[src/rtl/actwin_pkg.sv]
package actwin_pkg;

  localparam int HIST_MAX = 64;

  function automatic logic [6:0] ones64(input logic [HIST_MAX-1:0] v);
    logic [6:0] s;
    s = '0;
    for (int i = 0; i < HIST_MAX; i++) s = s + 7'(v[i]);
    return s;
  endfunction

  function automatic logic [HIST_MAX-1:0] low_mask(input logic [6:0] n);
    logic [HIST_MAX-1:0] m;
    for (int i = 0; i < HIST_MAX; i++) m[i] = (7'(i) < n);
    return m;
  endfunction

endpackage

[src/rtl/actwin_len_ctl.sv]
module actwin_len_ctl #(
  parameter int MAX_WIN = 62,
  parameter int CFG_W   = 7,
  localparam int LEN_W  = $clog2(MAX_WIN + 1)
) (
  input  logic             clk,
  input  logic             rst_n,
  input  logic [CFG_W-1:0] cfg,
  output logic [LEN_W-1:0] eff_len,
  output logic [LEN_W-1:0] len_q,
  output logic             reload,
  output logic             err_q
);

  logic too_long;

  always_comb begin
    too_long = (cfg > CFG_W'(MAX_WIN));
    if (cfg == '0)    eff_len = LEN_W'(1);
    else if (too_long) eff_len = LEN_W'(MAX_WIN);
    else               eff_len = LEN_W'(cfg);
    reload = (eff_len != len_q);
  end

  always_ff @(posedge clk) begin
    if (!rst_n) begin
      len_q <= LEN_W'(MAX_WIN);
      err_q <= 1'b0;
    end else begin
      len_q <= eff_len;
      err_q <= too_long;
    end
  end

  // the held length always stays inside the legal range
  a_r5_len_range: assert property (@(posedge clk) disable iff (!rst_n)
    (len_q >= LEN_W'(1)) && (len_q <= LEN_W'(MAX_WIN)));

  // an oversize request raises the error on the following cycle
  a_r5_err_follows: assert property (@(posedge clk) disable iff (!rst_n)
    (cfg > CFG_W'(MAX_WIN)) |=> err_q);

  // a zero request becomes a one-cycle window without error
  a_r6_zero_len: assert property (@(posedge clk) disable iff (!rst_n)
    (cfg == '0) |=> ((len_q == LEN_W'(1)) && !err_q));

endmodule

[src/rtl/actwin_rank_dec.sv]
module actwin_rank_dec #(
  parameter int NUM_RANKS      = 4,
  parameter int BANKS_PER_RANK = 8,
  localparam int BANK_W = $clog2(NUM_RANKS * BANKS_PER_RANK)
) (
  input  logic              act_valid,
  input  logic [BANK_W-1:0] act_bank,
  output logic [NUM_RANKS-1:0] hit
);

  logic [BANK_W-1:0] rank_idx;

  assign rank_idx = act_bank / BANK_W'(BANKS_PER_RANK);

  for (genvar r = 0; r < NUM_RANKS; r++) begin : g_hit
    assign hit[r] = act_valid && (rank_idx == BANK_W'(r));
  end

endmodule

[src/rtl/actwin_rank_slot.sv]
module actwin_rank_slot
  import actwin_pkg::*;
#(
  parameter int MAX_WIN   = 62,
  parameter int ACT_LIMIT = 4,
  localparam int LEN_W    = $clog2(MAX_WIN + 1)
) (
  input  logic             clk,
  input  logic             rst_n,
  input  logic             hit,
  input  logic [LEN_W-1:0] eff_len,
  input  logic [LEN_W-1:0] len_q,
  input  logic             reload,
  output logic             full
);

  logic [MAX_WIN-1:0]  hist, hist_n;
  logic [LEN_W-1:0]    cnt, cnt_n;
  logic                leave;
  logic [LEN_W:0]      run_sum;
  logic [6:0]          recount;

  always_comb begin
    hist_n  = {hist[MAX_WIN-2:0], hit};
    leave   = hist[len_q - LEN_W'(1)];
    run_sum = {1'b0, cnt} + (LEN_W+1)'(hit) - (LEN_W+1)'(leave);
    recount = ones64(HIST_MAX'(hist_n) & low_mask(7'(eff_len)));
    cnt_n   = reload ? LEN_W'(recount) : run_sum[LEN_W-1:0];
  end

  always_ff @(posedge clk) begin
    if (!rst_n) begin
      hist <= '0;
      cnt  <= '0;
    end else begin
      hist <= hist_n;
      cnt  <= cnt_n;
    end
  end

  assign full = (cnt >= LEN_W'(ACT_LIMIT));

  // the running count equals the activates held inside the current window
  a_r4_count_matches: assert property (@(posedge clk) disable iff (!rst_n)
    7'(cnt) == ones64(HIST_MAX'(hist) & low_mask(7'(len_q))));

  // the flag can only rise after an activate or a length change
  a_r3_rise_cause: assert property (@(posedge clk) disable iff (!rst_n)
    $rose(full) |-> ($past(hit) || $past(reload)));

  // the flag can only fall on a cycle without an activate, or on a length change
  a_r4_fall_cause: assert property (@(posedge clk) disable iff (!rst_n)
    $fell(full) |-> (!$past(hit) || $past(reload)));

  // a cycle without an activate leaves no mark in the history
  a_r8_no_ghost: assert property (@(posedge clk) disable iff (!rst_n)
    !hit |=> !hist[0]);

endmodule

[src/rtl/act_window_limiter.sv]
module act_window_limiter #(
  parameter int NUM_RANKS      = 4,
  parameter int BANKS_PER_RANK = 8,
  parameter int MAX_WIN        = 62,
  parameter int ACT_LIMIT      = 4,
  parameter int CFG_W          = 7,
  localparam int BANK_W = $clog2(NUM_RANKS * BANKS_PER_RANK),
  localparam int LEN_W  = $clog2(MAX_WIN + 1)
) (
  input  logic                 clk,
  input  logic                 rst_n,
  input  logic                 act_valid,
  input  logic [BANK_W-1:0]    act_bank,
  input  logic [CFG_W-1:0]     win_cfg,
  output logic [NUM_RANKS-1:0] rank_full,
  output logic                 win_err
);

  initial begin
    a_r5_depth_fits: assert (MAX_WIN >= 2 && MAX_WIN <= 62);
  end

  logic [LEN_W-1:0]     eff_len, len_q;
  logic                 reload;
  logic [NUM_RANKS-1:0] hit;

  actwin_len_ctl #(.MAX_WIN(MAX_WIN), .CFG_W(CFG_W)) u_len (
    .clk(clk), .rst_n(rst_n), .cfg(win_cfg),
    .eff_len(eff_len), .len_q(len_q), .reload(reload), .err_q(win_err)
  );

  actwin_rank_dec #(.NUM_RANKS(NUM_RANKS), .BANKS_PER_RANK(BANKS_PER_RANK)) u_dec (
    .act_valid(act_valid), .act_bank(act_bank), .hit(hit)
  );

  for (genvar r = 0; r < NUM_RANKS; r++) begin : g_rank
    actwin_rank_slot #(.MAX_WIN(MAX_WIN), .ACT_LIMIT(ACT_LIMIT)) u_slot (
      .clk(clk), .rst_n(rst_n), .hit(hit[r]),
      .eff_len(eff_len), .len_q(len_q), .reload(reload),
      .full(rank_full[r])
    );
  end

  // at most one rank is charged per activate
  a_r2_single_rank: assert property (@(posedge clk) disable iff (!rst_n)
    act_valid |-> $countones(hit) == 1);

  // directly after reset no rank is flagged
  a_r1_clear_after_reset: assert property (@(posedge clk)
    $rose(rst_n) |-> (rank_full == '0) && !win_err);

endmodule

[config.mk]
export PLATFORM = sky130hd
export DESIGN_NAME = act_window_limiter
export DESIGN_NICKNAME = d
export VERILOG_FILES = /design/src/rtl/actwin_pkg.sv /design/src/rtl/actwin_len_ctl.sv /design/src/rtl/actwin_rank_dec.sv /design/src/rtl/actwin_rank_slot.sv /design/src/rtl/act_window_limiter.sv
export SDC_FILE = /design/constraint.sdc
export NUM_CORES = 1
export LEC_CHECK = 0
export CAP_MARGIN = 20
export CORE_MARGIN = 3
export CORE_UTILIZATION = 59
export DETAILED_ROUTE_END_ITERATION = 10
export PLACE_DENSITY = 0.75
export SKIP_LAST_GASP = 1
export SYNTH_ARGS = -nofsm -noshare
export SYNTH_HDL_FRONTEND = slang
export SYNTH_HIERARCHICAL = 1
export SYNTH_SLANG_ARGS = --single-unit
export TNS_END_PERCENT = 20
[constraint.sdc]
create_clock -name clk -period 8 [get_ports clk]
set_input_delay 0.8 -clock clk [delete_from_list [all_inputs] [get_ports clk]]
set_output_delay 0.8 -clock clk [all_outputs]
set_load 0.005 [all_outputs]
==> results.tsv <==
metric	value	unit
setup skew after layout	24.4	ps
placer congestion estimate	0.949	
half-perimeter wire length of the detailed placement result	38.1	mm
clock sinks	279	
part of the cycle the worst path needs	0.966	
combined global-route utilization of all metal layers	0.278	
diode insertion count for antenna repair	0	
Yosys reg bits	279	
number of global-route vias before repair	15300	
number of standard cells in the layout, taps in and fillers out	2600	
clock tree from TritonCTS	built	
share of synthesized area occupied by flip-flops and latches	0.276	
Critical path buffers and inverters	3	
CP Capture Type	flop	
share of synthesized registers carrying an async set or reset	0	
fillers	2632	
Setup crit start kind	primary input	
delay of the slowest critical-path stage	580	ps
data arrival at the endpoint of the critical path	8200	ps
share of post-route cells with drive strength above 1	0.154	
Pins Over Slew Limit	0	
Mapped Cells	1993	
Final Cell Area	23000	µm²
average instance area after synthesis	10.2	µm²
die area	36600	µm²
iteration-0 DRC count of the detailed router	999	
post-layout minimum cycle time	7730	ps
clock transition at the register clock pins on the worst setup and hold paths after CTS	60	ps
Area growth syn-to-layout	13.6	%
number of levels in the clock H-tree	1	
commonest register cell after synthesis	dfxtp_1	
PD cells	136	nW/µm²
Placed Instance Area	21900	µm²
final-stage net count	2448	
transition at the pin with the smallest max-transition slack	882	ps
cell type with the highest occurrence count on the critical path	fa_1	
First-pass DRT Iterations	5	
worst min path class	flop to flop	
result of the run	completed	
net count after synthesis	2312	
peak fanout along the critical path	3	
CP Class	primary input to flop	
top cell family by delay on the critical path	adder cells	
count of port buffers added during placement	16	
worst skew pair latency	590	ps
Final Hold Slack	466	ps
reported max-cap violation count	0	
initial antenna violation count	0	
endpoints failing setup	0	
area of the multi-input gates	13300	µm²
area inside the core boundary	33700	µm²
leakage power total	10.7	nW
die boundary height	191	µm
average detailed-routed wire length per instance	19.2	µm
vias after detailed routing	14700	
Max-Slew Margin vs Limit	0.408	
final core utilization	0.683	
Placement Rows	67	
count of flip-flops with a built-in enable after synthesis	0	
worst-path cell with the longest stage delay	fa_1	
CTS root buf	clkbuf_16	
Initial Utilization	0.601	
maximum root-to-sink buffer count	3	
sequential cell area	5590	µm²
unrepaired setup endpoints after global routing	true	
number of top-level design ports	20	
maximum vdd ir drop	196	µV
largest net degree at the start of global routing	105	
maximum clock frequency	129	MHz
CTS Buf Count	30	
total placed cells including tap cells	2542	
warning count from the yosys run	6	
horizontal die dimension	191	µm
number of distinct library cells after synthesis	63	
hold violation total from the final report	0	
wire length of the first global-routing pass	79.8	mm
WL final	49.9	mm
average via count per standard cell	5.64	
required time at the worst-slack endpoint	8470	ps
DRC	0	
number of nets still failing antenna checks after routing	0	
residual overflow from global routing	0	
post-synthesis cell area	20200	µm²
## Yosys cell counts (8+ instances only)
library cell  instances  share of area
and3_1               29         0.0090
inv_1               256          0.047
nand4_1               8         0.0025
nor3_1               12         0.0030
clkbuf_1             83          0.015
mux4_2               35          0.039
nand2_1             106          0.020
fa_1                212           0.21
o211ai_1             37          0.014
or2_2                15         0.0046
o311ai_0              8         0.0035
mux2i_1              31          0.015
nor2b_1              43          0.013
a21oi_1              45          0.011
xor2_1               20         0.0087
xnor2_1              19         0.0082
nor2_1               43         0.0080
and3b_1              10         0.0043
dfxtp_1             279           0.28
ha_1                 92          0.057
a21o_1               39          0.014
o21a_1               26         0.0096
and2_1              282          0.087
buf_6                 9         0.0050
o21bai_1             12         0.0044
mux2_2               10         0.0056
o21ai_0              75          0.019
o211a_1              18         0.0089
mux4_1               31          0.040
nand3_1              30         0.0074
or3_1                10         0.0031
## logic make-up after synthesis
family | synth area share
adder cells (fa/ha/maj) | 0.266
multiplexers | 0.100
buffers and inverters | 0.0714
flip-flops | 0.276
AO/OA/AOI/OAI | 0.0918
AND/OR/NAND/NOR | 0.174
XOR/XNOR | 0.0201
## layer usage
metal	global-route usage	wire (µm)
met3	0.0458	2960
met2	0.468	24000
met1	0.369	21000
met4	0.0903	1930
met5	0	0
## worst reg2reg max path, cell delays in order (launching register included)
cell	delay [ps]
dfxtp_1	340
o311ai_0	140
buf_4	180
fa_1	470
fa_1	500
fa_1	550
inv_1	60
fa_1	490
inv_1	60
fa_1	510
fa_1	570
fa_1	470
fa_1	560
inv_1	40
ha_1	210
fa_1	390
a21o_1	190
a21oi_2	150
xnor2_1	80
nand2_1	70
o21ai_0	90
and2_1	190
## path summary, 6_finish.rpt
path / to / slack (ps) / depth (start not counted) / from
hold / removal: g_rank[1].u_slot/hist[27]$_SDFF_PN0_ / 470 / 1 / g_rank[1].u_slot/hist[26]$_SDFF_PN0_
setup reg to reg: g_rank[1].u_slot/cnt[4]$_SDFF_PN0_ / 1590 / 21 / g_rank[1].u_slot/hist[32]$_SDFF_PN0_
hold reg to reg: g_rank[1].u_slot/hist[27]$_SDFF_PN0_ / 470 / 1 / g_rank[1].u_slot/hist[26]$_SDFF_PN0_
setup / recovery: g_rank[1].u_slot/cnt[4]$_SDFF_PN0_ / 270 / 25 / win_cfg[1]
## stage by stage
stage                     power [W]  setup WS, ps  TNS, ps
after floorplan             0.00163           100        0
after global placement      0.00176          -462    -4720
after detailed placement    0.00177          -524    -5850
after CTS                   0.00316          19.7        0
after global routing        0.00324         -5.27    -5.27
final                       0.00313           271        0
## layout by cell type (no fill, tap or decap), drive strengths merged, types with 6 or more instances in the layout
| cell type | instances |
|---|---|
| a21o | 39 |
| a21oi | 45 |
| and2 | 283 |
| and3 | 30 |
| and3b | 10 |
| buf | 191 |
| clkbuf | 41 |
| clkdlybuf4s50 | 14 |
| clkinv | 8 |
| dfxtp | 279 |
| fa | 212 |
| ha | 92 |
| inv | 257 |
| mux2 | 10 |
| mux2i | 31 |
| mux4 | 66 |
| nand2 | 106 |
| nand2b | 6 |
| nand3 | 30 |
| nand4 | 8 |
| nor2 | 43 |
| nor2b | 44 |
| nor3 | 14 |
| nor3b | 8 |
| o211a | 18 |
| o211ai | 37 |
| o21a | 26 |
| o21ai | 76 |
| o21bai | 12 |
| o311ai | 8 |
| or2 | 20 |
| or3 | 12 |
| xnor2 | 19 |
| xor2 | 24 |
## flip-flops by register name, indices dropped and copies added (netlist names)
name,cells
u_len/len_q,6
g_rank.u_slot/cnt,24
u_len/err_q,1
g_rank.u_slot/hist,248
## repair_timing
| action | 4_1_cts | 5_1_grt |
|---|---|---|
| endpoints found under the setup margin | 0 | 15 |
| setup buffers | 0 | 1 |
| gates resized for setup | 0 | 21 |
| hold buffers | 0 | 0 |
## power by group
group	switching [W]	internal, W	leakage (nW)
clock network	0.000579	0.000809	0.483
registers	0.0000118	0.00140	2.25
logic	0.000192	0.000146	7.92
total	0.000783	0.00235	10.7
## layout make-up
class / count / share of cell area
Timing Repair Buffer: 206 / 0.0711
Inverter: 256 / 0.0418
Multi-Input combinational cell: 1356 / 0.577
Sequential cell: 279 / 0.243
Tap cell: 448 / 0.0244
Clock buffer: 41 / 0.0371
Clock inverter: 14 / 0.00593
No activity file was read; power rests on OpenSTA's default activity.
